===== src/rtl/sgdma_pkg.sv =====
package sgdma_pkg;
  localparam int DESC_NEXT = 0;
  localparam int DESC_BUF  = 8;
  localparam int DESC_CTRL = 24;
  localparam int DESC_STAT = 28;
  localparam int DESC_APP  = 32;
  localparam int APP_WORDS = 5;

  localparam int CW_SOF  = 27;
  localparam int CW_EOF  = 26;
  localparam int SW_DONE = 31;

  localparam int RG_CTRL = 0;
  localparam int RG_STAT = 4;
  localparam int RG_CUR  = 8;
  localparam int RG_TAIL = 16;

  localparam int CR_RUN   = 0;
  localparam int CR_IRQEN = 12;
  localparam int SR_HALT  = 0;
  localparam int SR_IDLE  = 1;
  localparam int SR_IRQ   = 12;

  typedef enum logic [3:0] {
    W_IDLE, W_RD_CTRL, W_RD_STAT, W_RD_BUF, W_RD_NEXT, W_RD_APP, W_PUSH_APP,
    W_RD_DATA, W_PUSH_DATA, W_ZERO_LAST, W_WR_STAT, W_ADVANCE
  } walk_state_t;
endpackage


===== src/rtl/sg_tx_regs.sv =====
module sg_tx_regs
  import sgdma_pkg::*;
#(
  parameter int RAW = 6,
  parameter int DW  = 32,
  parameter int AW  = 32
) (
  input  logic           clk,
  input  logic           rst,
  input  logic           wr,
  input  logic           rd,
  input  logic [RAW-1:0] addr,
  input  logic [DW-1:0]  wdata,
  output logic [DW-1:0]  rdata,
  input  logic           done_p,
  input  logic           halt_p,
  input  logic           cmpl_p,
  input  logic           cur_upd,
  input  logic [AW-1:0]  cur_nxt,
  output logic           run,
  output logic [AW-1:0]  cur_ptr,
  output logic [AW-1:0]  tail_ptr,
  output logic           idle,
  output logic           halted,
  output logic           irq
);
  logic [DW-1:0] ctrl_q;
  logic          flag_q;
  logic [DW-1:0] stat_w;

  always_comb begin
    stat_w = '0;
    stat_w[SR_HALT] = halted;
    stat_w[SR_IDLE] = idle;
    stat_w[SR_IRQ]  = flag_q;
  end

  assign run = ctrl_q[CR_RUN];

  always_ff @(posedge clk) begin
    if (rst) begin
      ctrl_q   <= '0;
      cur_ptr  <= '0;
      tail_ptr <= '0;
      idle     <= 1'b1;
      halted   <= 1'b0;
      flag_q   <= 1'b0;
      irq      <= 1'b0;
      rdata    <= '0;
    end else begin
      if (cur_upd) cur_ptr <= cur_nxt;
      if (done_p)  idle    <= 1'b1;
      if (wr) begin
        case (int'(addr))
          RG_CTRL: begin
            ctrl_q <= wdata;
            if (wdata[CR_RUN]) halted <= 1'b0;
          end
          RG_STAT: if (wdata[SR_IRQ]) flag_q <= 1'b0;
          RG_CUR:  cur_ptr <= wdata[AW-1:0];
          RG_TAIL: begin
            tail_ptr <= wdata[AW-1:0];
            idle     <= 1'b0;
          end
          default: ;
        endcase
      end
      if (halt_p) halted <= 1'b1;
      if (cmpl_p) flag_q <= 1'b1;
      irq <= flag_q & ctrl_q[CR_IRQEN];
      if (rd) begin
        case (int'(addr))
          RG_CTRL: rdata <= ctrl_q;
          RG_STAT: rdata <= stat_w;
          RG_CUR:  rdata <= DW'(cur_ptr);
          RG_TAIL: rdata <= DW'(tail_ptr);
          default: rdata <= '0;
        endcase
      end
    end
  end
endmodule


===== src/rtl/sg_tx_walker.sv =====
module sg_tx_walker
  import sgdma_pkg::*;
#(
  parameter int DW    = 32,
  parameter int AW    = 32,
  parameter int LEN_W = 23
) (
  input  logic            clk,
  input  logic            rst,
  input  logic            enable,
  input  logic            run,
  input  logic [AW-1:0]   cur_in,
  input  logic [AW-1:0]   tail_in,
  output logic            done_p,
  output logic            halt_p,
  output logic            cmpl_p,
  output logic            cur_upd,
  output logic [AW-1:0]   cur_nxt,
  output logic            mem_req,
  output logic            mem_we,
  output logic [AW-1:0]   mem_addr,
  output logic [DW-1:0]   mem_wdata,
  input  logic            mem_ack,
  input  logic [DW-1:0]   mem_rdata,
  output logic            d_valid,
  input  logic            d_ready,
  output logic [DW-1:0]   d_data,
  output logic [DW/8-1:0] d_keep,
  output logic            d_last,
  output logic            c_valid,
  input  logic            c_ready,
  output logic [DW-1:0]   c_data,
  output logic            c_last
);
  localparam int BYTES = DW / 8;
  localparam int BSH   = $clog2(BYTES);
  localparam int AIW   = $clog2(APP_WORDS);

  walk_state_t     st;
  logic [AW-1:0]   cur, nxt_p, buf_p;
  logic [LEN_W-1:0] len_q, rem;
  logic            sof_q, eof_q;
  logic [AIW-1:0]  app_idx;
  logic [AW-1:0]   addr_c;
  logic            mem_st;
  logic [BYTES-1:0] keep_c;
  logic            rem_tail;
  walk_state_t     after_hdr;
  logic [DW-1:0]   stat_wb;

  always_comb begin
    case (st)
      W_RD_CTRL: addr_c = cur + AW'(DESC_CTRL);
      W_RD_STAT,
      W_WR_STAT: addr_c = cur + AW'(DESC_STAT);
      W_RD_BUF:  addr_c = cur + AW'(DESC_BUF);
      W_RD_NEXT: addr_c = cur + AW'(DESC_NEXT);
      W_RD_APP:  addr_c = cur + AW'(DESC_APP) + (AW'(app_idx) << BSH);
      W_RD_DATA: addr_c = buf_p;
      default:   addr_c = cur;
    endcase
  end

  assign mem_st = (st == W_RD_CTRL) || (st == W_RD_STAT) || (st == W_RD_BUF) ||
                  (st == W_RD_NEXT) || (st == W_RD_APP)  || (st == W_RD_DATA) ||
                  (st == W_WR_STAT);

  genvar gi;
  generate
    for (gi = 0; gi < BYTES; gi++) begin : g_keep
      assign keep_c[gi] = (rem > LEN_W'(gi));
    end
  endgenerate

  assign rem_tail  = (rem <= LEN_W'(BYTES));
  assign stat_wb   = DW'(len_q) | (DW'(1) << SW_DONE);

  always_comb begin
    if (len_q != '0)  after_hdr = W_RD_DATA;
    else if (eof_q)   after_hdr = W_ZERO_LAST;
    else              after_hdr = W_WR_STAT;
  end

  always_ff @(posedge clk) begin
    if (rst) begin
      st <= W_IDLE;
      cur <= '0; nxt_p <= '0; buf_p <= '0;
      len_q <= '0; rem <= '0; sof_q <= 1'b0; eof_q <= 1'b0; app_idx <= '0;
      done_p <= 1'b0; halt_p <= 1'b0; cmpl_p <= 1'b0;
      cur_upd <= 1'b0; cur_nxt <= '0;
      mem_req <= 1'b0; mem_we <= 1'b0; mem_addr <= '0; mem_wdata <= '0;
      d_valid <= 1'b0; d_data <= '0; d_keep <= '0; d_last <= 1'b0;
      c_valid <= 1'b0; c_data <= '0; c_last <= 1'b0;
    end else begin
      done_p  <= 1'b0;
      halt_p  <= 1'b0;
      cmpl_p  <= 1'b0;
      cur_upd <= 1'b0;
      if (mem_st && !mem_req) begin
        mem_req   <= 1'b1;
        mem_addr  <= addr_c;
        mem_we    <= (st == W_WR_STAT);
        mem_wdata <= stat_wb;
      end else if (mem_st && mem_ack) begin
        mem_req <= 1'b0;
        mem_we  <= 1'b0;
        case (st)
          W_RD_CTRL: begin
            len_q <= mem_rdata[LEN_W-1:0];
            sof_q <= mem_rdata[CW_SOF];
            eof_q <= mem_rdata[CW_EOF];
            st    <= W_RD_STAT;
          end
          W_RD_STAT: begin
            if (mem_rdata[SW_DONE]) begin
              halt_p <= 1'b1;
              st     <= W_IDLE;
            end else begin
              st <= W_RD_BUF;
            end
          end
          W_RD_BUF: begin
            buf_p <= mem_rdata[AW-1:0];
            st    <= W_RD_NEXT;
          end
          W_RD_NEXT: begin
            nxt_p   <= mem_rdata[AW-1:0];
            rem     <= len_q;
            app_idx <= '0;
            st      <= sof_q ? W_RD_APP : after_hdr;
          end
          W_RD_APP: begin
            c_valid <= 1'b1;
            c_data  <= mem_rdata;
            c_last  <= (app_idx == AIW'(APP_WORDS - 1));
            st      <= W_PUSH_APP;
          end
          W_RD_DATA: begin
            d_valid <= 1'b1;
            d_data  <= mem_rdata;
            d_keep  <= keep_c;
            d_last  <= eof_q && rem_tail;
            st      <= W_PUSH_DATA;
          end
          W_WR_STAT: begin
            if (eof_q) cmpl_p <= 1'b1;
            if (cur == tail_in) begin
              done_p <= 1'b1;
              st     <= W_IDLE;
            end else begin
              cur     <= nxt_p;
              cur_nxt <= nxt_p;
              cur_upd <= 1'b1;
              st      <= W_ADVANCE;
            end
          end
          default: st <= W_IDLE;
        endcase
      end else begin
        case (st)
          W_IDLE: begin
            if (enable && !done_p && !halt_p) begin
              cur <= cur_in;
              st  <= W_RD_CTRL;
            end
          end
          W_PUSH_APP: begin
            if (c_ready) begin
              c_valid <= 1'b0;
              c_last  <= 1'b0;
              if (app_idx == AIW'(APP_WORDS - 1)) st <= after_hdr;
              else begin
                app_idx <= app_idx + 1'b1;
                st      <= W_RD_APP;
              end
            end
          end
          W_PUSH_DATA: begin
            if (d_ready) begin
              d_valid <= 1'b0;
              d_last  <= 1'b0;
              buf_p   <= buf_p + AW'(BYTES);
              if (rem_tail) begin
                rem <= '0;
                st  <= W_WR_STAT;
              end else begin
                rem <= rem - LEN_W'(BYTES);
                st  <= W_RD_DATA;
              end
            end
          end
          W_ZERO_LAST: begin
            if (!d_valid) begin
              d_valid <= 1'b1;
              d_data  <= '0;
              d_keep  <= '0;
              d_last  <= 1'b1;
            end else if (d_ready) begin
              d_valid <= 1'b0;
              d_last  <= 1'b0;
              st      <= W_WR_STAT;
            end
          end
          W_ADVANCE: st <= run ? W_RD_CTRL : W_IDLE;
          default: ;
        endcase
      end
    end
  end
endmodule


===== src/rtl/sg_tx_dma.sv =====
module sg_tx_dma
  import sgdma_pkg::*;
#(
  parameter int RAW   = 6,
  parameter int DW    = 32,
  parameter int AW    = 32,
  parameter int LEN_W = 23
) (
  input  logic            clk,
  input  logic            rst,
  input  logic            reg_wr,
  input  logic            reg_rd,
  input  logic [RAW-1:0]  reg_addr,
  input  logic [DW-1:0]   reg_wdata,
  output logic [DW-1:0]   reg_rdata,
  output logic            mem_req,
  output logic            mem_we,
  output logic [AW-1:0]   mem_addr,
  output logic [DW-1:0]   mem_wdata,
  input  logic            mem_ack,
  input  logic [DW-1:0]   mem_rdata,
  output logic            tx_tvalid,
  input  logic            tx_tready,
  output logic [DW-1:0]   tx_tdata,
  output logic [DW/8-1:0] tx_tkeep,
  output logic            tx_tlast,
  output logic            ctl_tvalid,
  input  logic            ctl_tready,
  output logic [DW-1:0]   ctl_tdata,
  output logic            ctl_tlast,
  output logic            irq
);
  logic          done_p, halt_p, cmpl_p, cur_upd, run;
  logic [AW-1:0] cur_nxt, cur_ptr, tail_ptr;
  logic          idle_flag, halted_flag;

  sg_tx_regs #(.RAW(RAW), .DW(DW), .AW(AW)) u_regs (
    .clk(clk), .rst(rst), .wr(reg_wr), .rd(reg_rd), .addr(reg_addr),
    .wdata(reg_wdata), .rdata(reg_rdata), .done_p(done_p), .halt_p(halt_p),
    .cmpl_p(cmpl_p), .cur_upd(cur_upd), .cur_nxt(cur_nxt), .run(run),
    .cur_ptr(cur_ptr), .tail_ptr(tail_ptr), .idle(idle_flag),
    .halted(halted_flag), .irq(irq)
  );

  sg_tx_walker #(.DW(DW), .AW(AW), .LEN_W(LEN_W)) u_walk (
    .clk(clk), .rst(rst), .enable(run & ~idle_flag & ~halted_flag), .run(run),
    .cur_in(cur_ptr), .tail_in(tail_ptr), .done_p(done_p), .halt_p(halt_p),
    .cmpl_p(cmpl_p), .cur_upd(cur_upd), .cur_nxt(cur_nxt),
    .mem_req(mem_req), .mem_we(mem_we), .mem_addr(mem_addr),
    .mem_wdata(mem_wdata), .mem_ack(mem_ack), .mem_rdata(mem_rdata),
    .d_valid(tx_tvalid), .d_ready(tx_tready), .d_data(tx_tdata),
    .d_keep(tx_tkeep), .d_last(tx_tlast), .c_valid(ctl_tvalid),
    .c_ready(ctl_tready), .c_data(ctl_tdata), .c_last(ctl_tlast)
  );
endmodule


===== config.mk =====
export PLATFORM = sky130hd
export DESIGN_NAME = sg_tx_dma
export DESIGN_NICKNAME = d
export VERILOG_FILES = /design/src/rtl/sgdma_pkg.sv /design/src/rtl/sg_tx_regs.sv /design/src/rtl/sg_tx_walker.sv /design/src/rtl/sg_tx_dma.sv
export SDC_FILE = /design/constraint.sdc
export NUM_CORES = 1
export LEC_CHECK = 0
export BUFFER_PORTS_ARGS = -buffer_cell sky130_fd_sc_hd__buf_2
export CAP_MARGIN = 20
export CELL_PAD_IN_SITES_DETAIL_PLACEMENT = 1
export CELL_PAD_IN_SITES_GLOBAL_PLACEMENT = 2
export CORE_ASPECT_RATIO = 2
export CORE_MARGIN = 5
export CORE_UTILIZATION = 30
export DETAILED_ROUTE_END_ITERATION = 6
export GPL_TIMING_DRIVEN = 0
export HOLD_SLACK_MARGIN = 0.12
export MAX_ROUTING_LAYER = met4
export PLACE_DENSITY_LB_ADDON = 0.2
export SLEW_MARGIN = 20
export SYNTH_ARGS = -nofsm -noshare
export SYNTH_HDL_FRONTEND = slang
export SYNTH_SLANG_ARGS = --single-unit

===== constraint.sdc =====
create_clock -name clk -period 2.9 [get_ports clk]
set_clock_uncertainty 0.05 [all_clocks]
set_input_delay 0.435 -clock clk [delete_from_list [all_inputs] [get_ports clk]]
set_output_delay 0.435 -clock clk [all_outputs]
set_load 0.05 [all_outputs]

==> key figures <==
Run status
  – Status: complete, but fails checks
  – Failing checks: setup timing

Routing
  – WL per Instance: 31.11 microns
  – Pre-antenna DRT Iters: 5
  – Final Routed Wirelength: 123500 microns
  – DR iter-0 viols: 1162
  – Vias: 22770
  – Routed Antenna Nets: 0
  – Vias per inst: 5.737
  – DRC Markers: 0

Critical path
  – Crit path cell chain: buf_8 > buf_2 > nand2_1 > nor2_1 > buf_2 > buf_4 > nand2_1 > o221ai_1 > o211ai_1 > o311ai_0
  – Slowest stage delay, CP: 0.42 ns
  – Setup CP Type: reg -> reg
  – WP data arrival: 3.37 ns
  – Worst R2R Path Depth: 10
  – Bufs and invs on worst path: 4
  – Family with the most delay on the worst path: buffers and inverters
  – Worst Setup End Kind: flip-flop
  – CP Max Fanout: 10
  – Stages on the worst setup path: 10
  – CP Data Required Time: 3.35 ns
  – Worst path slowest cell: dfxtp_2
  – CP Launch Type: flip-flop

Placed design
  – Post-Place Cell Area: 0.02336 sq mm
  – Global placement routability congestion: 1.020
  – IO buf count: 237
  – DP HPWL: 100200 microns

Logic synthesis
  – Post-Syn Instances: 2654
  – Avg Inst Size Synth: 7.909 sq um
  – Largest cells by area after synthesis: dfxtp_1 43%, nand2_1 9.5%, a21oi_1 7.3%
  – Yosys warns: 0
  – Post-synth EDFFs: 0
  – Top cell type's share of synthesized area: 0.4282
  – Register area share after synthesis: 0.4282
  – Biggest area consumer among synthesized cells: dfxtp_1
  – Syn Std Cell Area: 0.02099 sq mm
  – #FFs+latches synth: 449
  – Netlist cell types: 86
  – Synth Flop Type: dfxtp_1
  – Asr flop ratio synth: 0

Clock tree
  – CTS tree: yes
  – Clock latency at the later pin of the worst-skew pair: 0.62 ns
  – Longest Clk Path Bufs: 3
  – Cts bufs inserted: 45
  – H-tree depth: 2
  – CTS clock-pin slew for the worst setup and hold paths: 0.08 ns
  – Clk sinks: 449
  – Clock root buffer: clkbuf_16

Layout
  – Layout cells sized above 1: 0.1804
  – Nets: 3120
  – Post-layout util: 0.3804
  – Sequential cell area: 0.009011 sq mm
  – Area growth syn-to-layout: 26.10%
  – Multi-input gate area: 0.01144 sq mm
  – Fillers: 8415
  – Most common cell after layout, fill and taps aside: nand2_1
  – Post-route cell area: 0.02647 sq mm
  – Most frequent cells in the layout: 525 x nand2_1, 437 x dfxtp_1, 303 x a21oi_1

Global routing
  – Largest net degree at the start of global routing: 15
  – Initial antenna violation count: 2
  – Remaining global-route overflow: 0
  – First-pass GRT wire length: 173700 microns
  – All-Layer GR Usage: 0.3241
  – Vias in the first global route: 24400

Pwr
  – Leakage: 0.009104 uW
  – VDD IR max: 389.1 uV
  – Power Density: 751.5 mW/mm^2

Floorplanning
  – Core area: 0.06959 sq mm
  – Initial Utilization: 0.3016
  – Die Footprint: 0.07568 sq mm
  – Site row count: 137
  – Die Span Y: 384.1 microns
  – Top Ports: 248
  – Die width: 197.0 microns

Worst hold path
  – Worst hold-check path type: in -> reg
  – Cells on Worst Hold Path: 4

STA
  – Fin crit share: 1.008
  – Slew @ Worst Pin: 1.182 ns
  – Fmax achieved: 0.3419 GHz
  – Final hold vios: 0
  – # setup viols final: 4
  – Worst setup margin: -0.02462 ns
  – RSZ-0062 raised after global routing: yes
  – Period minus WS final: 2.925 ns
  – Worst slew margin: 0.2120
  – Count of pins over their slew limit: 0

Run
  – Max_cap viols: 0
==> final timing paths <==
kind                                    start  slack, ns                  to
worst max-delay path             u_walk.st[2]      -0.02  u_walk.mem_addr[7]
worst min-delay path                   reg_wr       0.18       u_regs.flag_q
worst max register to register   u_walk.st[2]      -0.02  u_walk.mem_addr[7]
worst min register to register  u_walk.cmpl_p       0.40       u_regs.flag_q
==> cell type report <==
class                      instances  area share
antenna                            1  0.00009454
sequential                       449      0.3404
multi-input combinational       1942      0.4323
tap                              903     0.04268
inverter                          30    0.004396
clock inverter                    17     0.01040
clock buffer                      64     0.04902
buffer                           235     0.04249
timing repair buffer             328     0.07818
==> sequential cells by signal (all words and copies together) (netlist names), 3 cells and up <==
register and flops:
u_walk.buf_p 32, u_walk.st 4, u_walk.c_data 32, u_walk.app_idx 3
u_walk.cur_nxt 32, u_walk.cur 32, u_walk.len_q 23, u_regs.tail_ptr 32
u_walk.rem 23, u_walk.mem_wdata 24, u_regs.rdata 32, u_walk.nxt_p 32
u_regs.ctrl_q 32, u_walk.mem_addr 32, u_regs.cur_ptr 32, u_walk.d_keep 4
u_walk.d_data 32
==> worst register-to-register path, stage by stage (launching register included) <==
cell      delay (ns)
dfxtp_2         0.42
buf_8           0.17
buf_2           0.27
nand2_1         0.13
nor2_1          0.34
buf_2           0.39
buf_4           0.32
nand2_1         0.28
o221ai_1        0.18
o211ai_1        0.13
o311ai_0        0.15
==> where the power goes <==
part	switching [uW]	leakage [uW]	internal, uW
Combinational	4770	0.00469	1780
Sequential	366	0.00363	6510
Clock	2790	0.000776	3670
==> per-layer routing <==
layer | routed length [microns] | global-route usage | vias to the layer above
met5 | 0 | - | -
met4 | 15460 | 0.3107 | 0
met3 | 5269 | 0.04601 | 463
met1 | 39630 | 0.2850 | 11140
met2 | 63120 | 0.5789 | 840
li1 | - | - | 10330
==> through the flow <==
stage	setup WS, ns	instances	TNS, ns	power [uW]	hold WS [ns]
final	-0.02462	3969	-0.03156	19890	0.1770
after global routing	-0.05556	3969	-0.2358	20560	0.1632
after CTS	-0.08847	3957	-0.2546	19790	0.1502
after detailed placement	-1.849	3803	-141.39	12930	0.3798
after global placement	-1.771	3801	-166.33	12860	0.3817
after floorplan	0.05085	2661	0	10420	0.3630
==> synthesized netlist by cell type (all sizes together), types with 37 or more instances <==
cell type	n
o21ai	121
a21oi	307
nand2	531
nor2	209
clkbuf	152
nand3	69
mux2i	37
a211oi	114
buf	88
a311oi	55
a22oi	42
xnor2	39
dfxtp	449
==> cells by family (layout without fill, tap and decap cells) <==
logic type,Yosys count,count (layout),share of synthesized area
xor gates and xnor gates,53,53,0.02211
other,1,9,0.0001786
DFF,449,449,0.4282
and+or+nand+nor,1003,1003,0.2121
muxes,37,37,0.01764
buffers and inverters,270,674,0.05454
adders and majority gates,12,12,0.007868
AOI/OAI and AO/OA,829,829,0.2573
==> repair_timing <==
item	in CTS	in global routing
pin swaps	13	15
endpoints found under the setup margin	228	87
hold buffers	63	0
resized for setup	140	44
endpoints found under the hold margin	164	0
cloned	0	0
buffers inserted	13	13
Power figures use the tool's default switching activity.
